===== src/rtl/tamper_seq_pkg.sv =====
package tamper_seq_pkg;

  // Sequencer state codes: any two codes differ in at least three bits.
  typedef enum logic [7:0] {
    ST_IDLE       = 8'h1D,
    ST_SCRUB_GO   = 8'h2B,
    ST_SCRUB_WAIT = 8'h36,
    ST_ACK        = 8'h47,
    ST_P_OFF      = 8'h5A,
    ST_P_RST      = 8'h6C,
    ST_P_STAT     = 8'h71,
    ST_P_KEY      = 8'h8E,
    ST_P_PROG     = 8'h93,
    ST_HALT       = 8'hA5
  } seq_state_e;

  localparam logic [1:0] CAUSE_NONE     = 2'b00;
  localparam logic [1:0] CAUSE_TAMPER   = 2'b01;
  localparam logic [1:0] CAUSE_HOSTILE  = 2'b10;
  localparam logic [1:0] CAUSE_BADSTATE = 2'b11;

  localparam int STATUS_WORDS = 2;

endpackage


===== src/rtl/tamper_detect.sv =====
module tamper_detect #(
  parameter int NUM_SRC     = 4,
  parameter int SYNC_STAGES = 2
) (
  input  logic               clk,
  input  logic               rst_n,
  input  logic [NUM_SRC-1:0] tamper_in,
  output logic [NUM_SRC-1:0] mask_o,
  output logic               any_o
);

  logic [NUM_SRC-1:0] synced;
  logic [NUM_SRC-1:0] mask_q;
  logic [NUM_SRC-1:0] mask_d;
  logic               mask_en;

  for (genvar g = 0; g < NUM_SRC; g++) begin : g_sync
    logic [SYNC_STAGES-1:0] sh_q;
    always_ff @(posedge clk or negedge rst_n) begin
      if (!rst_n) sh_q <= '0;
      else        sh_q <= {sh_q[SYNC_STAGES-2:0], tamper_in[g]};
    end
    assign synced[g] = sh_q[SYNC_STAGES-1];
  end

  always_comb begin
    mask_en = |synced;
    mask_d  = mask_q | synced;
  end

  always_ff @(posedge clk or negedge rst_n) begin
    if (!rst_n)       mask_q <= '0;
    else if (mask_en) mask_q <= mask_d;
  end

  assign mask_o = mask_q;
  assign any_o  = |mask_q;

  // Latched sources are never lost before reset.
  assert_mask_sticky_R10: assert property (@(posedge clk) disable iff (!rst_n)
    any_o |=> any_o);

endmodule


===== src/rtl/tamper_step_timer.sv =====
module tamper_step_timer #(
  parameter int HOLD_CYC = 4
) (
  input  logic clk,
  input  logic rst_n,
  input  logic load,
  output logic expired
);

  localparam int            CW       = (HOLD_CYC > 1) ? $clog2(HOLD_CYC) : 1;
  localparam logic [CW-1:0] LOAD_VAL = CW'(HOLD_CYC - 1);

  logic [CW-1:0] cnt_q;
  logic [CW-1:0] cnt_d;
  logic          cnt_en;

  always_comb begin
    cnt_en = load || (cnt_q != '0);
    cnt_d  = load ? LOAD_VAL : (cnt_q - 1'b1);
  end

  always_ff @(posedge clk or negedge rst_n) begin
    if (!rst_n)      cnt_q <= '0;
    else if (cnt_en) cnt_q <= cnt_d;
  end

  assign expired = (cnt_q == '0);

  // A step entry restarts the full hold window.
  assert_reload_window_R3: assert property (@(posedge clk) disable iff (!rst_n)
    (load && HOLD_CYC > 1) |=> !expired);

endmodule


===== src/rtl/tamper_status_tx.sv =====
module tamper_status_tx
  import tamper_seq_pkg::*;
#(
  parameter int DATA_W  = 8,
  parameter int NUM_SRC = 4
) (
  input  logic               clk,
  input  logic               rst_n,
  input  logic               go,
  input  logic [1:0]         cause,
  input  logic [NUM_SRC-1:0] mask,
  input  logic               ready,
  output logic               valid,
  output logic [DATA_W-1:0]  data,
  output logic               last,
  output logic               done
);

  localparam int            IW       = (STATUS_WORDS > 2) ? $clog2(STATUS_WORDS) : 1;
  localparam logic [IW-1:0] LAST_IDX = IW'(STATUS_WORDS - 1);

  logic          valid_q, valid_d;
  logic          done_q,  done_d;
  logic [IW-1:0] idx_q,   idx_d;

  always_comb begin
    valid_d = valid_q;
    done_d  = done_q;
    idx_d   = idx_q;
    if (!valid_q) begin
      if (go && !done_q) begin
        valid_d = 1'b1;
        idx_d   = '0;
      end
    end else if (ready) begin
      if (idx_q == LAST_IDX) begin
        valid_d = 1'b0;
        done_d  = 1'b1;
      end else begin
        idx_d = idx_q + 1'b1;
      end
    end
  end

  always_ff @(posedge clk or negedge rst_n) begin
    if (!rst_n) begin
      valid_q <= 1'b0;
      done_q  <= 1'b0;
      idx_q   <= '0;
    end else begin
      valid_q <= valid_d;
      done_q  <= done_d;
      idx_q   <= idx_d;
    end
  end

  always_comb begin
    data = '0;
    if (idx_q == '0) data[1:0]         = cause;
    else             data[NUM_SRC-1:0] = mask;
  end

  assign valid = valid_q;
  assign last  = valid_q && (idx_q == LAST_IDX);
  assign done  = done_q;

  assert_word_hold_R4: assert property (@(posedge clk) disable iff (!rst_n)
    (valid && !ready) |=> (valid && $stable(data)));

  assert_done_sticky_R4: assert property (@(posedge clk) disable iff (!rst_n)
    done |=> (done && !valid));

endmodule


===== src/rtl/tamper_response_seq.sv =====
module tamper_response_seq
  import tamper_seq_pkg::*;
#(
  parameter int NUM_SRC     = 4,
  parameter int DATA_W      = 8,
  parameter int HOLD_CYC    = 4,
  parameter int SYNC_STAGES = 2
) (
  input  logic               clk,
  input  logic               rst_n,
  input  logic [NUM_SRC-1:0] tamper_in,
  input  logic               req_hostile_mode,
  input  logic               reprog_req,
  output logic               reprog_ack,
  output logic               scrub_start,
  input  logic               scrub_busy,
  input  logic               scrub_done,
  output logic               out_disable,
  output logic               reg_reset,
  output logic               status_valid,
  input  logic               status_ready,
  output logic [DATA_W-1:0]  status_data,
  output logic               status_last,
  output logic               key_erase_n,
  output logic               cfg_cmd_valid
);

  // Reset: asserted at once, released two clocks later.
  logic [1:0] rsync_q;
  logic       arst_n;

  always_ff @(posedge clk or negedge rst_n) begin
    if (!rst_n) rsync_q <= 2'b00;
    else        rsync_q <= {rsync_q[0], 1'b1};
  end
  assign arst_n = rsync_q[1];

  // Detection.
  logic [NUM_SRC-1:0] src_mask;
  logic               tamper_any;

  tamper_detect #(.NUM_SRC(NUM_SRC), .SYNC_STAGES(SYNC_STAGES)) u_detect (
    .clk       (clk),
    .rst_n     (arst_n),
    .tamper_in (tamper_in),
    .mask_o    (src_mask),
    .any_o     (tamper_any)
  );

  // Sequencer.
  seq_state_e         state_q, state_d;
  logic [1:0]         cause_q, cause_d;
  logic [NUM_SRC-1:0] snap_q;
  logic               pen_enter;
  logic               step_load;
  logic               step_done;
  logic               tx_done;

  always_comb begin
    state_d   = state_q;
    cause_d   = cause_q;
    pen_enter = 1'b0;
    case (state_q)
      ST_IDLE: begin
        if (tamper_any) begin
          state_d = ST_P_OFF; cause_d = CAUSE_TAMPER; pen_enter = 1'b1;
        end else if (reprog_req) begin
          if (req_hostile_mode) begin
            state_d = ST_P_OFF; cause_d = CAUSE_HOSTILE; pen_enter = 1'b1;
          end else begin
            state_d = ST_SCRUB_GO;
          end
        end
      end
      ST_SCRUB_GO: begin
        if (tamper_any) begin
          state_d = ST_P_OFF; cause_d = CAUSE_TAMPER; pen_enter = 1'b1;
        end else begin
          state_d = ST_SCRUB_WAIT;
        end
      end
      ST_SCRUB_WAIT: begin
        if (tamper_any) begin
          state_d = ST_P_OFF; cause_d = CAUSE_TAMPER; pen_enter = 1'b1;
        end else if (scrub_done && !scrub_busy) begin
          state_d = ST_ACK;
        end
      end
      ST_ACK: begin
        if (tamper_any) begin
          state_d = ST_P_OFF; cause_d = CAUSE_TAMPER; pen_enter = 1'b1;
        end else if (!reprog_req) begin
          state_d = ST_IDLE;
        end
      end
      ST_P_OFF:  if (step_done)            state_d = ST_P_RST;
      ST_P_RST:  if (step_done)            state_d = ST_P_STAT;
      ST_P_STAT: if (step_done && tx_done) state_d = ST_P_KEY;
      ST_P_KEY:  if (step_done)            state_d = ST_P_PROG;
      ST_P_PROG: if (step_done)            state_d = ST_HALT;
      ST_HALT:                             state_d = ST_HALT;
      default: begin
        state_d = ST_P_OFF; cause_d = CAUSE_BADSTATE; pen_enter = 1'b1;
      end
    endcase
  end

  assign step_load = (state_d != state_q);

  always_ff @(posedge clk or negedge arst_n) begin
    if (!arst_n) state_q <= ST_IDLE;
    else         state_q <= state_d;
  end

  always_ff @(posedge clk or negedge arst_n) begin
    if (!arst_n) begin
      cause_q <= CAUSE_NONE;
      snap_q  <= '0;
    end else if (pen_enter) begin
      cause_q <= cause_d;
      snap_q  <= src_mask;
    end
  end

  tamper_step_timer #(.HOLD_CYC(HOLD_CYC)) u_timer (
    .clk     (clk),
    .rst_n   (arst_n),
    .load    (step_load),
    .expired (step_done)
  );

  tamper_status_tx #(.DATA_W(DATA_W), .NUM_SRC(NUM_SRC)) u_status (
    .clk   (clk),
    .rst_n (arst_n),
    .go    (state_q == ST_P_STAT),
    .cause (cause_q),
    .mask  (snap_q),
    .ready (status_ready),
    .valid (status_valid),
    .data  (status_data),
    .last  (status_last),
    .done  (tx_done)
  );

  // Output decode: anything outside the benign set keeps outputs disabled.
  logic benign;
  always_comb begin
    benign        = (state_q == ST_IDLE) || (state_q == ST_SCRUB_GO) ||
                    (state_q == ST_SCRUB_WAIT) || (state_q == ST_ACK);
    out_disable   = !benign;
    reg_reset     = (state_q == ST_P_RST);
    key_erase_n   = !(state_q == ST_P_KEY);
    cfg_cmd_valid = (state_q == ST_P_PROG);
    scrub_start   = (state_q == ST_SCRUB_GO);
    reprog_ack    = (state_q == ST_ACK) || ((state_q == ST_HALT) && reprog_req);
  end

  assert_reset_under_disable_R2: assert property (@(posedge clk) disable iff (!arst_n)
    reg_reset |-> out_disable);

  assert_erase_after_status_R5: assert property (@(posedge clk) disable iff (!arst_n)
    !key_erase_n |-> (tx_done && out_disable));

  assert_cmd_after_erase_R6: assert property (@(posedge clk) disable iff (!arst_n)
    $rose(cfg_cmd_valid) |-> $past(!key_erase_n));

  assert_ack_after_scrub_R7: assert property (@(posedge clk) disable iff (!arst_n)
    ($rose(reprog_ack) && !out_disable) |-> $past(scrub_done && !scrub_busy));

  assert_no_ack_mid_penalty_R8: assert property (@(posedge clk) disable iff (!arst_n)
    (reprog_ack && out_disable) |-> (key_erase_n && !cfg_cmd_valid && !reg_reset));

  assert_disable_sticky_R10: assert property (@(posedge clk) disable iff (!arst_n)
    out_disable |=> out_disable);

endmodule


===== config.mk =====
export PLATFORM = sky130hd
export DESIGN_NAME = tamper_response_seq
export DESIGN_NICKNAME = d
export VERILOG_FILES = /design/src/rtl/tamper_seq_pkg.sv /design/src/rtl/tamper_detect.sv /design/src/rtl/tamper_step_timer.sv /design/src/rtl/tamper_status_tx.sv /design/src/rtl/tamper_response_seq.sv
export SDC_FILE = /design/constraint.sdc
export NUM_CORES = 1
export LEC_CHECK = 0
export CAP_MARGIN = 20
export CELL_PAD_IN_SITES_DETAIL_PLACEMENT = 0
export CELL_PAD_IN_SITES_GLOBAL_PLACEMENT = 1
export CORE_MARGIN = 2
export CORE_UTILIZATION = 42
export CTS_CLUSTER_DIAMETER = 60
export CTS_CLUSTER_SIZE = 24
export DETAILED_ROUTE_END_ITERATION = 16
export PLACE_DENSITY = 0.82
export SLEW_MARGIN = 25
export SYNTH_ARGS = -nofsm -noshare
export SYNTH_HDL_FRONTEND = slang
export SYNTH_SLANG_ARGS = --single-unit

===== constraint.sdc =====
create_clock -name clk -period 2.23 [get_ports clk]
set_input_delay 0.3345 -clock clk [delete_from_list [all_inputs] [get_ports clk]]
set_output_delay 0.3345 -clock clk [all_outputs]
set_load 0.01 [all_outputs]

==> results of run 1 <==
## timing repair
item | CTS | global route
pin swaps | 3 | 12
endpoints found under the setup margin | 17 | 17
gates resized for setup | 43 | 21
buffers inserted | 3 | 8
hold buffers | 0 | 0
## area by class of cell
type,count,area (µm²),share of cell area (%)
well taps,67,83.8,2.55
clock inverters,2,37.5,1.14
repair buffers,108,898,27.4
multi-input cells,165,1310,39.9
flip-flops and latches,33,833,25.4
inverters,8,37.5,1.14
clock buffers,6,82.6,2.52
## logic make-up (layout without fill, tap and decap cells)
group                      Yosys count  in the layout  synth area share [%]
and+or+nand+nor                    100            100                  31.2
AOI/OAI and AO/OA                   48             48                  16.4
DFF                                 33             33                  39.8
buffers and inverters               23            124                  6.06
muxes                                7              7                  3.66
xor gates and xnor gates             3              3                  1.26
adders and majority gates            2              2                  1.20
other                                2              5                 0.360
## worst max-delay path by stage
stage,from,end,slack [ns]
after floorplan,u_detect.mask_o[2],u_timer.cnt_q[0],-0.35
after global placement,scrub_done,u_timer.cnt_q[0],-0.56
after detailed placement,scrub_done,u_timer.cnt_q[1],-0.57
after CTS,u_detect.mask_o[0],u_timer.cnt_q[1],-0.50
after global routing,state_q[0],u_timer.cnt_q[1],-0.59
final,u_detect.mask_o[0],u_timer.cnt_q[1],-0.50
## layer usage
layer	vias to the layer above	GRT usage (%)	wire length, µm
met5	-	0	0
met4	0	6.55	118
met3	14	4.07	361
met2	68	45.2	3530
met1	1033	34.1	2820
li1	1003	-	-
## power groups by stage
stage	clock (mW)	sequential [mW]	combinational, mW
after floorplan	0	0.711	0.676
after global placement	0	0.740	1.07
after detailed placement	0	0.740	1.09
after CTS	0.601	0.735	1.20
after global routing	0.621	0.741	1.41
final	0.589	0.736	1.33
## registers in the layout, summed over array words and instances (netlist names)
| register | flops |
|---|---|
| cause_q | 2 |
| rsync_q | 2 |
| snap_q | 4 |
| state_q | 8 |
| u_detect.g_sync.sh_q | 8 |
| u_detect.mask_o | 4 |
| u_status.done | 1 |
| u_status.idx_q | 1 |
| u_status.valid | 1 |
| u_timer.cnt_q | 2 |
## worst max-delay path: cells and delay by family (launching register included)
kind / cells / cell delay (ns)
AND/OR/NAND/NOR: 5 / 1.60
AO/OA/AOI/OAI: 2 / 0.44
flip-flops: 1 / 0.42
buffers and inverters: 1 / 0.13
## placed cells by master, fill, tap and decap left out, drive strengths merged, types with 3 or more instances in the layout
master	n
buf	89
dfrtp	29
nand2	17
clkdlybuf4s50	16
a21oi	11
nor3	11
or2	11
nand2b	9
nor2	9
nor4	9
inv	8
o21ai	7
clkbuf	7
and2	6
conb	5
mux2	5
or3	5
nand4b	4
o211ai	4
dfstp	4
o22ai	3
nand4	3
a31oi	3
nand3	3
a21o	3
a2111oi	3
==> flow_summary.ini, run 1 <==
[timing]
post-route-min-period_ns = 2.73
min_period_over_period_pct = 122
setup_viol = 12
rsz0062_at_grt = yes
tightest_slew_ns = 0.604
skew_ns = 0.00697
timing.hold.ws_ns = 0.114
final.setup.worst_slack_ns = -0.500
setup_tns_ns = -3.44
maxSlewViolCount = 0
timing.fmax_mhz = 366
relSlewSlack_pct = 59.4
finalHoldViolCount = 0

[synthesis]
synth_edf_count = 0
syn-cell-area_um2 = 2090
synth_area_leaders = dfrtp_1, dfstp_2, nand2_1
synth_seq_area_share_pct = 39.8
synth-async-reset-ratio_pct = 100
synthDistinctLibCells = 65
yosysMostFrequentCell = dfrtp_1
synthFlopType = dfrtp_1
netlist_top_cells_count = dfrtp_1, nand2_1, nor3_1
yosys.area.top_type_share_pct = 34.8
yosys.area.top_type = dfrtp_1
synth_warnings = 0
synth_cells = 218
syn_avg_cell_area_um2 = 9.57
ys_seq_elements = 33

[setup_path]
crit_fanout = 3
start_kind = register
max_stage_delay_ns = 0.56
timing.rr.start = u_detect.mask_o[0]
critical_path_arrival_ns = 2.88
critPathCaptureType = register
critPathKind = register to register
r2r_slack_ns = -0.50
critPathSlowestCell = or4_4
cp_cell_sequence = or4_4 > a21oi_4 > nor2_2 > or4b_4 > buf_6 > or3_4 > a2111oi_4 > nand3_1
reg2regPathDepth = 8
reg2reg_to = u_timer.cnt_q[1]
required_ns = 2.38

[clock_network]
cts_inserted_buffers = 5
htree_levels = 2
clockRootBuffer = clkbuf_8
insertion_delay_ns = 0.28
clockBufferDepth = 2
path_clk_slew_ns = 0.07
cts_num_sinks = 33
cts_tree = done

[layout]
area_growth_pct = 57.3
final_cell_count_no_fill = 389
drive_gt1_share_pct = 47.2
n_antenna_cell = 0
fill_cells = 387
postLayoutCellArea_um2 = 3280
fin_util_pct = 69.1
nNetsFinal = 334

[power]
combPwrFrac_pct = 50.1
pwr-share-clk_pct = 22.2
power.leakage_nw = 1.43
max-vdd-ir-drop_v = 0.000638
total_power_mw = 2.66
p_int_mw = 1.75
pwr-share-seq_pct = 27.7
power_density_nw_per_um2 = 809
switching_power_mw = 0.909
sw_frac_of_total_pct = 34.2

[global_routing]
antenna_found_initial = 0
grt_pass1_vias = 2104
grt-ovfl-total = 0
grt_first_pass_wirelength_um = 10600
grtUsageTotal_pct = 26.0
grt_max_degree = 27

[route]
wl_per_cell_um = 17.6
viasPerCell = 5.44
first_pass_iters = 4
wl_um = 6830
drc = 0
vias = 2118
ant_nets = 0
drt_iter0_drc = 165

[placed_design]
gp_congestion = 0.958
place_inst = 372
post_dp_cell_area_um2 = 2940
pre_cts_slack_ns = -0.573
port_buffers = 22
hpwlAfterDp_um = 4980

[floorplanning]
die_w_um = 74.5
die_h_um = 74.5
rows = 25
die_area_um2 = 5550
ios = 27
start_util_pct = 43.9
coreArea_um2 = 4750

[run_status]
run_status = finished with violations
violations = setup timing

[flow_run]
maxCapViolations = 0

[hold_path]
hold_class = register to asynchronous set/reset pin
No activity file was read; power rests on OpenSTA's default activity.
==> run 2: changes to the inputs <==
--- a/config.mk
+++ b/config.mk
@@ -13,7 +13,8 @@
 export CTS_CLUSTER_DIAMETER = 60
 export CTS_CLUSTER_SIZE = 24
 export DETAILED_ROUTE_END_ITERATION = 16
-export PLACE_DENSITY = 0.82
+export HOLD_SLACK_MARGIN = 0.15
+export PLACE_DENSITY = 0.77
 export SLEW_MARGIN = 25
 export SYNTH_ARGS = -nofsm -noshare
 export SYNTH_HDL_FRONTEND = slang
==> run 2 against run 1 <==
Compared with the run above:
- the flow still finishes with violations (setup timing)
- via count increased by 1.0%
- register-to-register slack improved by 0.09 ns
- largest power group unchanged
- non-clock buffer count increased by 7
- largest cell class unchanged
- die area unchanged
- critical path type unchanged
==> flow_summary.ini, run 2 (synthesis gave the netlist of run 1 again) <==
[run_status]
run_status = finished with violations
violations = setup timing

[layout]
final_cell_mix = buf_4, dfrtp_1, nand2_1, clkdlybuf4s50_1, buf_6
nNetsFinal = 341
multi_input_area_um2 = 1350
area_growth_pct = 61.3
fill_cells = 372
fin_util_pct = 70.8
final_common_cell = buf_4
postLayoutCellArea_um2 = 3370
final_cell_count_no_fill = 396
n_antenna_cell = 0
reg_top3 = state_q x8, u_detect.g_sync.sh_q x8
ff_latch_area_um2 = 832
drive_gt1_share_pct = 50.5

[global_routing]
grt-ovfl-total = 0
grt_max_degree = 27
grtUsageTotal_pct = 25.5
grt_pass1_vias = 2061
grt_first_pass_wirelength_um = 10300
antenna_found_initial = 0

[setup_path]
start_kind = register
critPathKind = register to register
reg2regPathDepth = 7
required_ns = 2.39
critPathCaptureType = register
crit_fanout = 3
critical_path_arrival_ns = 2.80

[clock_network]
cts_num_sinks = 33
htree_levels = 2
cts_inserted_buffers = 5
cts_tree = done
insertion_delay_ns = 0.29
clockBufferDepth = 2
clockRootBuffer = clkbuf_8
path_clk_slew_ns = 0.07

[power]
max-vdd-ir-drop_v = 0.000543
total_power_mw = 2.55
power_density_nw_per_um2 = 757
power.leakage_nw = 1.48

[floorplanning]
start_util_pct = 43.9
ios = 27
coreArea_um2 = 4750
die_w_um = 74.5
die_h_um = 74.5
rows = 25
die_area_um2 = 5550

[timing]
min_period_over_period_pct = 118
final.setup.worst_slack_ns = -0.412
maxSlewViolCount = 0
finalHoldViolCount = 0
post-route-min-period_ns = 2.64
setup_viol = 9
setup_tns_ns = -1.80
timing.fmax_mhz = 379
rsz0062_at_grt = yes
skew_ns = 0.00604
tightest_slew_ns = 0.549
relSlewSlack_pct = 63.1
timing.hold.ws_ns = 0.205

[route]
drc = 0
wl_um = 6710
ant_nets = 0
viasPerCell = 5.40
wl_per_cell_um = 16.9
vias = 2140
first_pass_iters = 4
drt_iter0_drc = 165

[placed_design]
port_buffers = 22
hpwlAfterDp_um = 4800
place_inst = 372
post_dp_cell_area_um2 = 2940
gp_congestion = 0.937
pre_cts_slack_ns = -0.497

[flow_run]
maxCapViolations = 0

[hold_path]
hold_class = input port to asynchronous set/reset pin
## run 2: worst paths after layout
path,startpoint,endpoint,slack (ns)
worst max-delay path,u_detect.mask_o[0],u_timer.cnt_q[0],-0.41
worst min-delay path,rst_n,rsync_q[1],0.20
worst max register to register,u_detect.mask_o[0],u_timer.cnt_q[0],-0.41
worst min register to register,rsync_q[1],state_q[3],0.30
max in group asynchronous,rsync_q[1],state_q[1],1.30
min in group clk,u_detect.g_sync[1].sh_q[0],u_detect.g_sync[1].sh_q[1],0.35
## run 2: area by class of cell
class                           count  share of cell area, %
Clock inverter                      3                   1.37
Clock buffer                        5                   2.04
Multi-Input combinational cell    165                   40.1
Inverter                            8                   1.11
Timing Repair Buffer              115                   28.2
Sequential cell                    33                   24.7
Tap cell                           67                   2.49
## run 2: repair_timing
action / in CTS / in global routing
hold buffers: 1 / 0
setup buffers: 7 / 9
endpoints found under the hold margin: 3 / 0
gates resized for setup: 28 / 44
pin swaps: 5 / 5
endpoints found under the setup margin: 17 / 18
## run 2: where the power goes
group	total [mW]	internal, mW	switching (mW)
clock network	0.569	0.334	0.235
logic	1.25	0.660	0.590
registers	0.729	0.666	0.0636
total	2.55	1.66	0.889
## run 2: worst max-delay path, cell delays in order, from the launching register on
cell       delay, ns
dfrtp_1         0.43
or4_4           0.56
a21oi_4         0.15
nor2_2          0.05
or4b_4          0.51
or3_4           0.42
a2111oi_4       0.29
nand3_1         0.11
## run 2: per-layer routing
layer / wire (µm) / global-route usage (%) / up-vias
met4: 170 / 10.1 / 0
li1: - / - / 1014
met5: 0 / 0 / -
met1: 2980 / 34.3 / 1039
met3: 323 / 4.34 / 15
met2: 3230 / 41.0 / 72
==> run 3: changes to the inputs <==
--- a/config.mk
+++ b/config.mk
@@ -5,16 +5,16 @@
 export SDC_FILE = /design/constraint.sdc
 export NUM_CORES = 1
 export LEC_CHECK = 0
+export ABC_AREA = 1
 export CAP_MARGIN = 20
 export CELL_PAD_IN_SITES_DETAIL_PLACEMENT = 0
 export CELL_PAD_IN_SITES_GLOBAL_PLACEMENT = 1
 export CORE_MARGIN = 2
-export CORE_UTILIZATION = 42
+export CORE_UTILIZATION = 40
 export CTS_CLUSTER_DIAMETER = 60
-export CTS_CLUSTER_SIZE = 24
 export DETAILED_ROUTE_END_ITERATION = 16
 export HOLD_SLACK_MARGIN = 0.15
-export PLACE_DENSITY = 0.77
+export PLACE_DENSITY = 0.78
 export SLEW_MARGIN = 25
 export SYNTH_ARGS = -nofsm -noshare
 export SYNTH_HDL_FRONTEND = slang
==> run 3 against run 2 <==
Compared with the run above:
- the flow now finishes without violations
- first-iteration DRC count decreased by 23%
- combinational power down 16%
- setup slack better by 0.48 ns
- final area fell by 20%
- critical path depth unchanged
- largest cell class unchanged
==> flow_summary.ini, run 3 <==
[synthesis]
synth_warnings = 0
synthMuxAreaShare_pct = 2.77
synth_compound_area_share_pct = 3.81
ys_seq_elements = 33
synth_edf_count = 0
yosys.area.top_type_share_pct = 33.5
synthDistinctLibCells = 30
syn_avg_cell_area_um2 = 7.02
yosysMostFrequentCell = nand2_1
synth-async-reset-ratio_pct = 100
synth_seq_area_share_pct = 38.3
synth_top_family_by_area = simple AND/OR/NAND/NOR gates
synth_simple_gate_area_share_pct = 45.8
yosys.area.top_type = dfrtp_1
synth_area_leaders = dfrtp_1, nand2_1, nor2_1
synthFlopType = dfrtp_1
synthAdderAreaFrac_pct = 1.15
syn-cell-area_um2 = 2170
netlist_top_cells_count = nand2_1, nor2_1, nand3_1
synth_xor_area_share_pct = 0.404
synth_cells = 309

[timing]
rsz0062_at_grt = no
timing.hold.ws_ns = 0.199
min_period_over_period_pct = 96.8
post-route-min-period_ns = 2.16
setup_tns_ns = 0
finalHoldViolCount = 0
maxSlewViolCount = 0
skew_ns = 0.00687
timing.fmax_mhz = 463
setup_viol = 0

[floorplanning]
die_h_um = 77.6
coreArea_um2 = 5170
die_area_um2 = 6030
die_w_um = 77.6
rows = 26
start_util_pct = 41.9
ios = 27

[layout]
fin_util_pct = 52.1
nNetsFinal = 360
postLayoutCellArea_um2 = 2690
final_cell_count_no_fill = 418
drive_gt1_share_pct = 24.1
n_antenna_cell = 0
area_growth_pct = 24.2
reg_top3 = state_q x8, u_detect.g_sync.sh_q x8
final_common_cell = nand2_1
final_cell_mix = nand2_1, nor2_1, nand3_1

[power]
power_density_nw_per_um2 = 847
power.leakage_nw = 1.41
max-vdd-ir-drop_v = 0.000368

[clock_network]
cts_num_sinks = 33
clockBufferDepth = 2
htree_levels = 2
cts_inserted_buffers = 5
path_clk_slew_ns = 0.07
insertion_delay_ns = 0.29
cts_tree = done
clockRootBuffer = clkbuf_8

[setup_path]
critPathKind = register to output port
critical_path_arrival_ns = 1.82
timing.rr.start = state_q[4]
crit_fanout = 6
start_kind = register
reg2regPathDepth = 11
required_ns = 1.90
reg2reg_to = u_timer.cnt_q[1]
r2r_slack_ns = 0.15
critPathCaptureType = output port

[route]
drc = 0
drt_iter0_drc = 127
wl_um = 6160
viasPerCell = 5.03
first_pass_iters = 4
ant_nets = 0
vias = 2102
wl_per_cell_um = 14.7

[global_routing]
antenna_found_initial = 0
grtUsageMet2_pct = 34.7
grt_first_pass_wirelength_um = 10500
grtUsageMet1_pct = 29.7
grtUsageTotal_pct = 22.3
grt_busiest_layer = met2
grt_max_degree = 28
grt-ovfl-total = 0
grt_pass1_vias = 2112
met3_usage_pct = 4.65

[placed_design]
gp_congestion = 0.952
hpwlAfterDp_um = 4840
port_buffers = 22
post_dp_cell_area_um2 = 2520
place_inst = 408

[run_status]
run_status = completed

[flow_run]
maxCapViolations = 0

[hold_path]
hold_class = input port to asynchronous set/reset pin
==> run 3: changes by cell type after synthesis, moves of 6 or more <==
cell / before / now
nand2_2: 0 / 11
nand2_1: 17 / 79
nand3_1: 3 / 36
nor2_1: 8 / 59
inv_2: 1 / 8
or2_2: 10 / 4
a21oi_1: 10 / 3
nand2b_1: 9 / 0
nor3_1: 11 / 3
inv_1: 7 / 25
==> run 3: worst max path at each step <==
stage,start,to,slack [ns],cells past startpoint
6_report,state_q[4],out_disable,0.07,7
5_1_grt,state_q[0],reprog_ack,0.002,5
4_1_cts,state_q[4],cfg_cmd_valid,0.02,5
3_5_place_dp,reprog_req,u_timer.cnt_q[1],0.04,14
3_3_place_gp,state_q[3],out_disable,0.06,7
2_1_floorplan,state_q[3],snap_q[0],0.43,9
==> run 3: cell families (layout without fill, tap and decap cells) <==
kind of cell	after synthesis	after routing
flops	33	33
other cells	2	5
buf+inv	39	75
compound gates	15	15
mux	4	4
simple gates	213	213
xor+xnor	1	1
fa+ha+maj	2	2
==> run 3: power by group <==
| group | internal [mW] | switching [mW] | total [mW] |
|---|---|---|---|
| sequential | 0.685 | 0.0889 | 0.774 |
| combinational | 0.399 | 0.655 | 1.05 |
| clock | 0.215 | 0.237 | 0.452 |
| total | 1.30 | 0.981 | 2.28 |
==> run 3: area by class of cell <==
class / count / area [µm²]
clock buffer: 5 / 68.8
fill: 524 / 2480
tap: 70 / 87.6
inverter: 34 / 128
sequential: 33 / 832
timing repair buffer: 33 / 309
multi-input combinational: 240 / 1250
clock inverter: 3 / 17.5
==> run 3: repair_timing <==
action | CTS | global route
setup endpoints to repair | 6 | 6
gates cloned | 0 | 0
hold buffers | 1 | 0
gates resized for setup | 9 | 19
buffers inserted | 1 | 0
pin swaps | 1 | 1
endpoints found under the hold margin | 2 | 0
==> run 3: routing by layer <==
layer / vias to the layer above / routed length, µm
li1: 1047 / -
met3: 11 / 360
met5: - / 0
met1: 979 / 2810
met2: 65 / 2830
met4: 0 / 158
==> run 3: critical path, stage by stage (launching register included) <==
cell and delay (ns):
dfstp_2 0.60, inv_2 0.09, nand2_1 0.11, nor2_1 0.08, nand2_2 0.13, nand2_2 0.09
nor2_4 0.15, dlygate4sd2_1 0.28
==> run 3: stage by stage <==
stage | setup WS, ns | total power [mW]
after CTS | 0.0188 | 2.22
after detailed placement | 0.0446 | 1.75
after floorplan | 0.430 | 1.43
after global routing | 0.00216 | 2.45
final | 0.0722 | 2.28
after global placement | 0.0567 | 1.75
